--- src/rtl/adcif_pkg.sv ---
package adcif_pkg;

    typedef enum logic [1:0] {
        ST_IDLE  = 2'd0,
        ST_LEAD  = 2'd1,
        ST_SHIFT = 2'd2,
        ST_TRAIL = 2'd3
    } adcif_state_e;

endpackage

--- src/rtl/adcif_halftick.sv ---
module adcif_halftick #(
    parameter int HALF_CYC = 4
) (
    input  logic clk,
    input  logic rst_n,
    input  logic clear,
    input  logic run,
    output logic tick
);
    localparam int CW = (HALF_CYC > 1) ? $clog2(HALF_CYC) : 1;
    localparam logic [CW-1:0] TOP = CW'(HALF_CYC - 1);

    logic [CW-1:0] cnt;

    always_ff @(posedge clk) begin
        if (!rst_n) begin
            cnt <= '0;
        end else if (clear) begin
            cnt <= '0;
        end else if (run) begin
            cnt <= (cnt == TOP) ? '0 : cnt + 1'b1;
        end
    end

    assign tick = run && (cnt == TOP);

    assert_cnt_range_R9: assert property (@(posedge clk) disable iff (!rst_n)
        cnt <= TOP);

    generate
        if (HALF_CYC > 1) begin : g_gap
            assert_tick_gap_R9: assert property (@(posedge clk) disable iff (!rst_n)
                tick |=> !tick);
        end
    endgenerate

endmodule

--- src/rtl/adcif_smpclk.sv ---
module adcif_smpclk #(
    parameter int SMP_W = 8
) (
    input  logic             clk,
    input  logic             rst_n,
    input  logic [SMP_W-1:0] div,
    output logic             smp_clk
);
    logic [SMP_W-1:0] cnt;
    logic             level;

    always_ff @(posedge clk) begin
        if (!rst_n) begin
            cnt   <= '0;
            level <= 1'b0;
        end else if (cnt >= div) begin
            cnt   <= '0;
            level <= ~level;
        end else begin
            cnt <= cnt + 1'b1;
        end
    end

    assign smp_clk = level;

    assert_smp_edge_R8: assert property (@(posedge clk) disable iff (!rst_n)
        !$stable(smp_clk) |-> (cnt == '0));

endmodule

--- src/rtl/adcif_shifter.sv ---
module adcif_shifter #(
    parameter int CMD_W  = 8,
    parameter int DATA_W = 16
) (
    input  logic              clk,
    input  logic              rst_n,
    input  logic              load,
    input  logic              load_mw,
    input  logic [DATA_W-1:0] load_word,
    input  logic              tx_shift,
    input  logic              rx_shift,
    input  logic              miso,
    output logic              mosi,
    output logic [DATA_W-1:0] rx_word
);
    localparam int PAD = DATA_W - CMD_W;

    logic [DATA_W-1:0] tx_sr;
    logic [DATA_W-1:0] rx_sr;
    logic [DATA_W-1:0] first_word;

    assign first_word = load_mw ? {load_word[CMD_W-1:0], {PAD{1'b0}}} : load_word;

    always_ff @(posedge clk) begin
        if (!rst_n) begin
            tx_sr <= '0;
            rx_sr <= '0;
        end else if (load) begin
            tx_sr <= first_word;
            rx_sr <= '0;
        end else begin
            if (tx_shift) begin
                tx_sr <= {tx_sr[DATA_W-2:0], 1'b0};
            end
            if (rx_shift) begin
                rx_sr <= {rx_sr[DATA_W-2:0], miso};
            end
        end
    end

    assign mosi    = tx_sr[DATA_W-1];
    assign rx_word = rx_sr;

    assert_edges_apart_R3: assert property (@(posedge clk) disable iff (!rst_n)
        !(tx_shift && rx_shift));

endmodule

--- src/rtl/adcif_master.sv ---
module adcif_master
    import adcif_pkg::*;
#(
    parameter int HALF_CYC = 4,
    parameter int CMD_W    = 8,
    parameter int DATA_W   = 16,
    parameter int SMP_W    = 8
) (
    input  logic              clk,
    input  logic              rst_n,
    input  logic              start,
    input  logic              mode_mw,
    input  logic              cpol,
    input  logic [DATA_W-1:0] cmd,
    input  logic [SMP_W-1:0]  smp_div,
    input  logic              miso,
    output logic              sclk,
    output logic              mosi,
    output logic              cs_n,
    output logic              smp_clk,
    output logic              busy,
    output logic              done,
    output logic [DATA_W-1:0] rdata
);
    localparam int SPI_CLKS = DATA_W;
    localparam int MW_CLKS  = CMD_W + 1 + DATA_W;
    localparam int EDGE_W   = $clog2(2 * MW_CLKS + 1);
    localparam logic [EDGE_W-1:0] SPI_LAST   = EDGE_W'(2 * SPI_CLKS - 1);
    localparam logic [EDGE_W-1:0] MW_LAST    = EDGE_W'(2 * MW_CLKS - 1);
    localparam logic [EDGE_W-2:0] MW_GAP_BIT = (EDGE_W - 1)'(CMD_W);

    adcif_state_e      state;
    adcif_state_e      state_nx;
    logic [EDGE_W-1:0] edge_cnt;
    logic [EDGE_W-2:0] bit_idx;
    logic              act;
    logic              cpol_q;
    logic              mw_q;
    logic              done_q;
    logic [DATA_W-1:0] rdata_q;
    logic [DATA_W-1:0] rx_word;
    logic              tick;
    logic              running;
    logic              accept;
    logic              last_edge;
    logic              lead_edge;
    logic              trail_edge;
    logic              rx_en;

    assign running    = (state != ST_IDLE);
    assign accept     = (state == ST_IDLE) && start;
    assign bit_idx    = edge_cnt[EDGE_W-1:1];
    assign last_edge  = (edge_cnt == (mw_q ? MW_LAST : SPI_LAST));
    assign lead_edge  = tick && ((state == ST_LEAD) || ((state == ST_SHIFT) && !act));
    assign trail_edge = tick && (state == ST_SHIFT) && act;
    assign rx_en      = lead_edge && (!mw_q || (bit_idx > MW_GAP_BIT));

    adcif_halftick #(
        .HALF_CYC(HALF_CYC)
    ) u_tick (
        .clk   (clk),
        .rst_n (rst_n),
        .clear (accept),
        .run   (running),
        .tick  (tick)
    );

    adcif_shifter #(
        .CMD_W (CMD_W),
        .DATA_W(DATA_W)
    ) u_shift (
        .clk      (clk),
        .rst_n    (rst_n),
        .load     (accept),
        .load_mw  (mode_mw),
        .load_word(cmd),
        .tx_shift (trail_edge),
        .rx_shift (rx_en),
        .miso     (miso),
        .mosi     (mosi),
        .rx_word  (rx_word)
    );

    adcif_smpclk #(
        .SMP_W(SMP_W)
    ) u_smp (
        .clk    (clk),
        .rst_n  (rst_n),
        .div    (smp_div),
        .smp_clk(smp_clk)
    );

    // State register
    always_ff @(posedge clk) begin
        if (!rst_n) begin
            state <= ST_IDLE;
        end else begin
            state <= state_nx;
        end
    end

    // Transitions
    always_comb begin
        state_nx = state;
        unique case (state)
            ST_IDLE:  if (start)             state_nx = ST_LEAD;
            ST_LEAD:  if (tick)              state_nx = ST_SHIFT;
            ST_SHIFT: if (tick && last_edge) state_nx = ST_TRAIL;
            ST_TRAIL: if (tick)              state_nx = ST_IDLE;
            default:                         state_nx = ST_IDLE;
        endcase
    end

    // Per-state registered outputs and counters
    always_ff @(posedge clk) begin
        if (!rst_n) begin
            edge_cnt <= '0;
            act      <= 1'b0;
            cpol_q   <= 1'b0;
            mw_q     <= 1'b0;
            done_q   <= 1'b0;
            rdata_q  <= '0;
        end else begin
            done_q <= 1'b0;
            unique case (state)
                ST_IDLE: begin
                    cpol_q <= cpol;
                    act    <= 1'b0;
                    if (start) begin
                        mw_q     <= mode_mw;
                        edge_cnt <= '0;
                    end
                end
                ST_LEAD: begin
                    if (tick) begin
                        act      <= 1'b1;
                        edge_cnt <= EDGE_W'(1);
                    end
                end
                ST_SHIFT: begin
                    if (tick) begin
                        act      <= ~act;
                        edge_cnt <= edge_cnt + 1'b1;
                    end
                end
                ST_TRAIL: begin
                    if (tick) begin
                        done_q  <= 1'b1;
                        rdata_q <= rx_word;
                    end
                end
                default: ;
            endcase
        end
    end

    assign sclk  = cpol_q ^ act;
    assign cs_n  = ~running;
    assign busy  = running;
    assign done  = done_q;
    assign rdata = rdata_q;

    assert_lead_clock_idle_R2: assert property (@(posedge clk) disable iff (!rst_n)
        (state == ST_LEAD) |-> (sclk == cpol_q));

    assert_edge_bound_R3: assert property (@(posedge clk) disable iff (!rst_n)
        busy |-> (edge_cnt <= MW_LAST + 1'b1));

    assert_gap_low_R4: assert property (@(posedge clk) disable iff (!rst_n)
        ((state == ST_SHIFT) && mw_q && (bit_idx >= MW_GAP_BIT)) |-> !mosi);

    assert_polarity_held_R5: assert property (@(posedge clk) disable iff (!rst_n)
        (busy && $past(busy)) |-> $stable(cpol_q));

    assert_done_single_R6: assert property (@(posedge clk) disable iff (!rst_n)
        done |=> !done);

    assert_done_at_release_R6: assert property (@(posedge clk) disable iff (!rst_n)
        done |-> (cs_n && !$past(cs_n)));

    assert_rdata_hold_R6: assert property (@(posedge clk) disable iff (!rst_n)
        !done |-> $stable(rdata));

    assert_no_restart_R7: assert property (@(posedge clk) disable iff (!rst_n)
        (busy && start) |=> ((state != ST_LEAD) || ($past(state) == ST_LEAD)));

endmodule

--- config.mk ---
export PLATFORM = sky130hd
export DESIGN_NAME = adcif_master
export DESIGN_NICKNAME = d
export VERILOG_FILES = /design/src/rtl/adcif_pkg.sv /design/src/rtl/adcif_halftick.sv /design/src/rtl/adcif_smpclk.sv /design/src/rtl/adcif_shifter.sv /design/src/rtl/adcif_master.sv
export SDC_FILE = /design/constraint.sdc
export NUM_CORES = 1
export LEC_CHECK = 0
export CORE_UTILIZATION = 49
export CTS_BUF_LIST = sky130_fd_sc_hd__clkbuf_4 sky130_fd_sc_hd__clkbuf_8 sky130_fd_sc_hd__clkbuf_16
export CTS_CLUSTER_SIZE = 30
export DETAILED_ROUTE_END_ITERATION = 8
export PLACE_DENSITY = 0.74
export SLEW_MARGIN = 20
export SYNTH_ARGS = -nofsm -noshare
export SYNTH_HDL_FRONTEND = slang
export SYNTH_HIERARCHICAL = 1
export SYNTH_SLANG_ARGS = --single-unit
--- constraint.sdc ---
create_clock -name clk -period 2 [get_ports clk]
set_clock_uncertainty 0.15 [all_clocks]
set_input_delay 0.2 -clock clk [delete_from_list [all_inputs] [get_ports clk]]
set_output_delay 0.2 -clock clk [all_outputs]
set_load 0.01 [all_outputs]
======== Word-level counts from Yosys, hierarchy flattened ========
Index checks and enable logic that the tools add are counted.
W data, S select, Z words.
word-level totals
  bits in registers ....................... 71
  input port bits ......................... 30
  logic and storage cells ................. 74
operators by class
  add/subtract/negate cells ............... 3
  order comparisons ....................... 2
  equal/unequal tests ..................... 10
  multiplexer cells ....................... 18
  bitwise gates (word level) .............. 5
  reduce and logical (&&, ||, !) cells .... 24
operators by type and width
  kind                   count
  $mux W16               3
  $mux W6                4
  $pmux W6 S3            1
  $mux W2                5
  $add A8 B1 Y8 const B  1
  $ge A8 B8 Y1           1
  $logic_and A1 B1 Y1    8
  $ne A2 B2 Y1 const B   4
  $pmux W2 S4            1
  $reduce_and A4 Y1      2
  $add A6 B1 Y6 const B  1
  $eq A2 B2 Y1 const B   3
  $eq A6 B6 Y1           1
  $reduce_and A2 Y1      3
  $gt A5 B4 Y1 const B   1
  $not A1 Y1             4
  $reduce_bool A2 Y1     2
  $reduce_or A2 Y1       2
  $mux W1                3
  $pmux W1 S3            1
  $reduce_and A3 Y1      1
  $reduce_bool A3 Y1     1
  $add A2 B1 Y2 const B  1
  $eq A2 B1 Y1 const B   1
  other kinds (5)        7

======== Longest topological paths before layout ========
Gate-level depths: netlist (run 1).
  word-level depth ........................ 6
  gate-level depth with buffers ........... 10
  gate-level depth less buffers ........... 8

======== By module ========
The synthesis (run 1) kept the hierarchy.
by module, submodules not included
  module          times used  cells each  area each (um^2)
  adcif_shifter   1           131         1526.5
  adcif_master    1           159         1358.8
  adcif_smpclk    1           64          571.8
  adcif_halftick  1           10          102.6

======== Least setup slack after synthesis (run 1) ========
Ideal clock, no wire load.
  path kind ............................... register to register
  from .................................... register state[0]
  to ...................................... register u_shift.rx_sr[10], in the netlist u_shift/rx_word[10]
  setup time .............................. 0.115 ns
  arrival time ............................ 2.001 ns
  data required time ...................... 1.735 ns
  setup slack ............................. -0.266 ns
  stages on the path, launching flop included .. 11
  path buffers ............................ 2
  path through ............................ dfxtp_1 -> inv_1 -> ha_1 -> inv_1 -> and2_1 -> o21ai_0 -> a31oi_1 -> buf_4 -> buf_4 -> mux2i_1 -> nor2_2
on the way
  elaborated cells between the ends (all ways) .. 11
  those cells by class .................... eq/ne (2); reduce/logical (9)
RTL lines
  element                 RTL line              text
  start, declared         adcif_master.sv:32    adcif_state_e state;
  start signal, assigned  adcif_master.sv:98    state <= state_nx;
  $reduce_bool A2 Y1      adcif_master.sv:50    assign running = (state != ST_IDLE);
  via busy                adcif_master.sv:21    output logic busy,
  $logic_and A1 B1 Y1     adcif_halftick.sv:25  assign tick = run && (cnt == TOP);
  via tick                adcif_master.sv:42    logic tick;
  $logic_and A1 B1 Y1     adcif_master.sv:54    assign lead_edge = tick && ((state == ST_LEAD) || ((state == ST_SHIFT) && !act));
  $logic_and A1 B1 Y1     adcif_master.sv:56    assign rx_en = lead_edge && (!mw_q || (bit_idx > MW_GAP_BIT));
  via rx_en               adcif_master.sv:48    logic rx_en;
  end signal, assigned    adcif_shifter.sv:36   rx_sr <= {rx_sr[DATA_W-2:0], miso};
  end, declared           adcif_shifter.sv:19   logic [DATA_W-1:0] rx_sr;
The timed path passes the listed nets, and every way through them passes these cells.
A chain may end at the register's enable or synchronous reset.

======== Worst setup path after layout (run 1) ========
  from .................................... register state[0]
  to ...................................... register u_shift.rx_sr[3], in the netlist u_shift/rx_word[3]
on the way
  cells in the longest elaborated chain, start to end .. 5
  elaborated cells between the ends (all ways) .. 11
  those cells by class .................... eq/ne (2); reduce/logical (9)
RTL lines
  element                  RTL line
  $eq A2 B2 Y1             adcif_master.sv:54
  $logic_and A1 B1 Y1      adcif_master.sv:54
  $logic_or A1 B1 Y1       adcif_master.sv:54
  $logic_and A1 B1 Y1 (*)  adcif_master.sv:54
  $logic_and A1 B1 Y1 (*)  adcif_master.sv:56
  via rx_en                adcif_master.sv:48
The timed path passes the listed nets; every way through them passes the cells marked *.

==> results.json, run 1 <==
{
  "fin_nets": 475,
  "clockRootBuffer": "clkbuf_8",
  "antenna_cells": 0,
  "grt_first_pass_wirelength_um": 12080,
  "rsz0062_at_grt": "yes",
  "synth_top_family_by_area": "simple AND/OR/NAND/NOR gates",
  "core_area_sq_um": 6907,
  "chipWidth_um": 87.23,
  "max_freq_mhz": 517.0,
  "synth_edf_count": 0,
  "num-fill-cells": 613,
  "regArea_sq_um": 1425,
  "path_clk_slew_ns": 0.08,
  "period_minus_slack_ns": 1.934,
  "synth_compound_area_share_pct": 14.66,
  "cp-start-kind": "flop",
  "critPathCaptureType": "flop",
  "synth_ff_type": "dfxtp_1",
  "wl_um": 7133,
  "leakage_nw": 1.648,
  "cts_buffer_depth": 2,
  "place_inst": 509,
  "wl_per_cell_um": 13.43,
  "path_max_fanout": 8,
  "synthArstFlopShare_pct": 0,
  "cts_tree": "done",
  "grtUsageMet1_pct": 24.53,
  "grt_busiest_layer": "met2",
  "maxCapViolations": 0,
  "grt_overflow": 0,
  "hold_buffers": 0,
  "slew_headroom_pct": 68.79,
  "cts_made_buffers": 9,
  "areaGrowthSynthToFinish_pct": 28.96,
  "hold_viol_final": 0,
  "worst_pin_slew_ns": 0.4679,
  "synth.net_count": 409,
  "grtUsageMet3_pct": 3.128,
  "worstPathRequired_ns": 2.09,
  "setup_violations": 0,
  "rows": 30,
  "synth_fa_ha_area_share_pct": 5.272,
  "ios": 52,
  "grt_usage_pct": 20.25,
  "ys_ff_latch": 71,
  "p_per_area_nw_per_um2": 871.0,
  "first_pass_iters": 4,
  "start_util_pct": 51.54,
  "outcome": "finished, final reports clean",
  "synth_mux_area_share_pct": 12.09,
  "synth-simple-area-share_pct": 20.49,
  "cts.sinks": 71,
  "layout-drive-gt1-share_pct": 19.77,
  "clk_latency_ns": 0.34,
  "dpl.hpwl_um": 4814,
  "postRouteAntennaNets": 0,
  "grt_max_degree": 48,
  "dr.first_iter.drc_count": 104,
  "ir_drop_uv": 434.7,
  "final_cells": 531,
  "crit_type": "reg2reg",
  "chipHeight_um": 87.23,
  "arrival_ns": 2.03,
  "via_count": 2787,
  "maxSlewViolCount": 0,
  "final_core_util_pct": 66.47,
  "multi_input_area_sq_um": 2042,
  "synth_xor_area_share_pct": 1.722,
  "synth.avg_cell_area_sq_um": 9.779,
  "gp_congestion": 0.7975,
  "cpPeakStageDelay_ns": 0.32,
  "synth_area_sq_um": 3560,
  "finalCritPeriodShare_pct": 96.71,
  "grt_antenna_before_repair": 0,
  "cp_cell_sequence": "inv_2, ha_4, inv_1, nor2_1, o21ai_1, a31oi_2, buf_4, buf_12, mux2i_2, nor2_4",
  "dieArea_sq_um": 7609,
  "hold_class": "reg2reg",
  "met2_usage_pct": 34.93,
  "remaining_drc_errors": 0,
  "vias_per_cell": 5.249,
  "synth_cells": 364,
  "crit_slowest_cell": "dfxtp_1",
  "io_buffers": 51,
  "yosys_warnings": 6,
  "synth.distinct_cells": 54,
  "synth-seq-area-share_pct": 39.93,
  "h-tree-depth": 3,
  "first_global_vias": 2706
}
power by group:
part,internal (mW),switching (mW)
logic,0.598,0.615
clock network,0.635,0.557
registers,1.52,0.0743
total,2.75,1.25
path summary, 6_finish.rpt:
path / depth (start not counted) / startpoint / to / slack (ns)
worst max register to register: 10 / state[0] / u_shift/rx_word[3] / 0.07
worst min register to register: 2 / rdata[1] / rdata[1] / 0.30
worst max-delay path: 10 / state[0] / u_shift/rx_word[3] / 0.07
worst min-delay path: 2 / rdata[1] / rdata[1] / 0.30
stage by stage:
stage               worst slack (ns)  TNS (ns)  total power [mW]  hold slack [ns]  instance area (sq um)
floorplan                   0.003062         0             2.427           0.1717                   3568
global placement            -0.04467   -0.3152             2.727           0.2930                   4213
detailed placement          -0.08237   -0.6214             2.757           0.2945                   4213
CTS                         -0.03004   -0.1159             3.945           0.3058                   4454
global route               -0.009821  -0.01834             4.196           0.3310                   4591
finish                       0.06589         0             3.998           0.3019                   4591
final cells by class:
cell class,instances,share of cell area (%)
sequential,71,31.04
timing repair buffer,72,16.05
inverter,15,1.226
clock buffer,11,3.162
clock inverter,5,1.417
tap,96,2.617
multi-input combinational,261,44.48
cells by family after synthesis:
| family | count (synthesis) |
|---|---|
| AOI/OAI and AO/OA | 65 |
| xor gates and xnor gates | 7 |
| adders and majority gates | 15 |
| DFF | 71 |
| and+or+nand+nor | 131 |
| muxes | 43 |
| buffers and inverters | 32 |
synthesized netlist by cell type, types with 4 or more instances:
cell type | n | share of area (%)
dfxtp_1 | 71 | 40
nand2_1 | 46 | 4.9
mux2i_1 | 43 | 12
a21boi_1 | 21 | 4.4
ha_1 | 15 | 5.3
inv_1 | 15 | 1.6
nor2_1 | 14 | 1.5
and2_1 | 10 | 1.8
nand3b_1 | 10 | 2.1
nor2_2 | 10 | 1.8
nand3_1 | 8 | 1.1
nand2b_1 | 7 | 1.2
a21oi_1 | 6 | 0.84
nor2_4 | 6 | 1.9
o21ai_0 | 6 | 0.84
o22ai_1 | 6 | 1.1
clkbuf_1 | 5 | 0.53
buf_6 | 4 | 1.3
o22ai_2 | 4 | 1.4
xnor2_1 | 4 | 0.98
what timing repair did:
item / 4_1_cts / 5_1_grt
gates resized for setup: 9 / 15
buffers inserted: 0 / 5
pin swaps: 0 / 1
gates cloned: 0 / 1
setup endpoints to repair: 11 / 41
worst max-delay path, delay by kind of cell (launching register included):
kind                       cells  cell delay (ns)
buffers and inverters          4             0.49
DFF                            1             0.32
muxes                          1             0.27
AOI/OAI and AO/OA              2             0.25
and+or+nand+nor                2             0.19
adders and majority gates      1             0.17
layout by cell type, fill, tap and decap left out, types with 4 or more instances in the layout:
cell	n
clkbuf_8	10
nand2b_1	7
a21boi_1	21
nor2_1	14
a21oi_1	5
xnor2_1	4
o22ai_2	4
mux2i_1	37
and2_1	8
mux2i_4	5
nor2_2	10
o21ai_0	5
nand3_1	8
buf_4	16
nor2_4	6
dfxtp_1	70
o22ai_1	6
inv_1	13
clkdlybuf4s50_1	49
nand3b_1	10
nand2_1	46
buf_12	4
ha_1	12
flip-flops by register name, indices dropped and copies added, names as in the netlist:
register         count
u_smp/cnt            8
u_shift/tx_sr       16
u_tick/cnt           2
act                  1
u_shift/rx_word     16
state                2
rdata               16
cpol_q               1
done                 1
edge_cnt             6
u_smp/smp_clk        1
mw_q                 1
per-layer routing:
metal	up-vias	wire length, um
li1	1390	-
met1	1324	3230
met2	61	3525
met3	12	224
met4	0	153
met5	-	0
Note: power is estimated with default switching activity, not from simulation.
==> inputs of run 2 (changes only) <==
--- a/config.mk
+++ b/config.mk
@@ -5,6 +5,7 @@
 export SDC_FILE = /design/constraint.sdc
 export NUM_CORES = 1
 export LEC_CHECK = 0
+export CORE_ASPECT_RATIO = 0.7
 export CORE_UTILIZATION = 49
 export CTS_BUF_LIST = sky130_fd_sc_hd__clkbuf_4 sky130_fd_sc_hd__clkbuf_8 sky130_fd_sc_hd__clkbuf_16
 export CTS_CLUSTER_SIZE = 30
==> results.json, run 2 (same netlist as run 1, synthesis figures left out) <==
{
  "io_buffers": 51,
  "critPathCaptureType": "output port",
  "cp_cell_sequence": "inv_2, ha_4, buf_4, clkdlybuf4s50_1",
  "rows": 25,
  "final_core_util_pct": 66.38,
  "crit_type": "reg2out",
  "dr.first_iter.drc_count": 91,
  "dp_slack_ns": -0.09659,
  "cts_tree": "done",
  "path_clk_slew_ns": 0.08,
  "slew_headroom_pct": 70.21,
  "grt_antenna_before_repair": 0,
  "remaining_drc_errors": 0,
  "layout_commonest_cell": "dfxtp_1",
  "fin_nets": 475,
  "cts_made_buffers": 9,
  "holdWs_ns": 0.3031,
  "min_from": "rdata[13]",
  "chipHeight_um": 73.31,
  "cpPeakStageDelay_ns": 0.54,
  "outcome": "finished, final reports clean",
  "first_pass_iters": 4,
  "setup_violations": 0,
  "first_global_vias": 2512,
  "antenna_cells": 0,
  "grt_first_pass_wirelength_um": 11520,
  "r2r_start": "state[1]",
  "core_area_sq_um": 6882,
  "max_freq_mhz": 517.8,
  "grt_max_degree": 24,
  "maxSlewViolCount": 0,
  "reg2reg_depth": 10,
  "h-tree-depth": 3,
  "grt_overflow": 0,
  "ios": 52,
  "path_max_fanout": 7,
  "p_per_area_nw_per_um2": 858.4,
  "cts.sinks": 71,
  "worst-path-buf-inv": 3,
  "cts_buffer_depth": 2,
  "finalCritPeriodShare_pct": 96.57,
  "vias_per_cell": 5.212,
  "dieArea_sq_um": 7615,
  "ir_drop_uv": 544.8,
  "hold_depth": 2,
  "grt_usage_pct": 18.90,
  "final_cell_mix": "dfxtp_1 (69), clkdlybuf4s50_1 (50), nand2_1 (46)",
  "num-fill-cells": 580,
  "cp-start-kind": "flop",
  "period_minus_slack_ns": 1.931,
  "rrSetupSlack_ns": 0.08,
  "r2r_end": "u_shift/rx_word[5]",
  "dpl.hpwl_um": 4884,
  "hold_class": "reg2reg",
  "cp_top_family": "buffers and inverters",
  "postRouteAntennaNets": 0,
  "wl_per_cell_um": 13.55,
  "layout-drive-gt1-share_pct": 19.77,
  "crit_slowest_cell": "clkdlybuf4s50_1",
  "clockRootBuffer": "clkbuf_8",
  "worst_pin_slew_ns": 0.4454,
  "whs_endpoint": "rdata[13]",
  "worstPathRequired_ns": 1.65,
  "arrival_ns": 1.58,
  "fin_ws_ns": 0.06859,
  "via_count": 2757,
  "leakage_nw": 1.632,
  "hold_viol_final": 0,
  "gp_congestion": 0.8347,
  "start_util_pct": 51.73,
  "areaGrowthSynthToFinish_pct": 28.33,
  "chipWidth_um": 103.9,
  "maxCapViolations": 0,
  "clk_latency_ns": 0.34,
  "wl_um": 7167,
  "setup_tns_ns": 0
}
## run 2: cell types whose count changed in the layout (fill, tap and decap cells not counted), sizes merged
cell	change
bufinv	-1
clkdlybuf4s50	+1
clkinv	-1
clkinvlp	+1
dlymetal6s2s	-1
inv	+1
## run 2: how the worst max path moves through the flow
stage,start,end,slack [ns],depth (start not counted)
after floorplan,state[0],u_shift/tx_sr[6],0.003,10
after global placement,smp_div[5],u_smp/cnt[5],-0.04,7
after detailed placement,smp_div[7],u_smp/cnt[4],-0.1,7
after CTS,state[0],cs_n,0.001,4
after global routing,state[0],u_shift/rx_word[5],-0.007,10
final,state[1],cs_n,0.07,4
## run 2: worst reg2reg max path, cell delays in order, from the launching register on
cell and delay [ns]:
dfxtp_2 0.36, inv_2 0.06, ha_4 0.16, inv_2 0.05
and2_4 0.14, o21ai_1 0.10, a31oi_2 0.15, buf_4 0.16
buf_12 0.16, mux2i_1 0.26, nor2_2 0.05
## run 2: report_power, final
group / switching (mW) / internal (mW) / total, mW
clock network: 0.560 / 0.527 / 1.09
logic: 0.624 / 0.624 / 1.25
registers: 0.0700 / 1.52 / 1.59
## run 2: timing repair
| item | CTS | global route |
|---|---|---|
| pin swaps | 0 | 5 |
| endpoints found under the setup margin | 7 | 24 |
| setup buffers | 0 | 2 |
| cloned | 0 | 1 |
| resized for setup | 2 | 21 |
| hold buffers | 0 | 0 |
## run 2: final cells by class
class	instances	area [sq um]	share of cell area, %
flip-flops and latches	71	1424	31.17
well taps	94	117.6	2.575
multi-input cells	261	2046	44.78
clock inverters	5	38.79	0.8491
inverters	15	56.30	1.233
repair buffers	72	734.5	16.08
clock buffers	11	151.4	3.314
## run 2: through the flow
step / std cells / cell area (sq um) / power, mW
4_1_cts: 526 / 4423 / 3.868
2_1_floorplan: 364 / 3568 / 2.427
3_3_place_gp: 510 / 4233 / 2.764
5_1_grt: 529 / 4568 / 4.123
6_report: 529 / 4568 / 3.921
3_5_place_dp: 510 / 4233 / 2.783
## run 2: per-layer routing
layer / vias to the layer above / part of all wire (%) / global-route usage (%)
li1: 1393 / - / -
met1: 1279 / 49 / 23.99
met2: 76 / 45 / 32.15
met3: 9 / 4.3 / 4.791
met4: 0 / 1.2 / 5.714
met5: - / 0 / 0
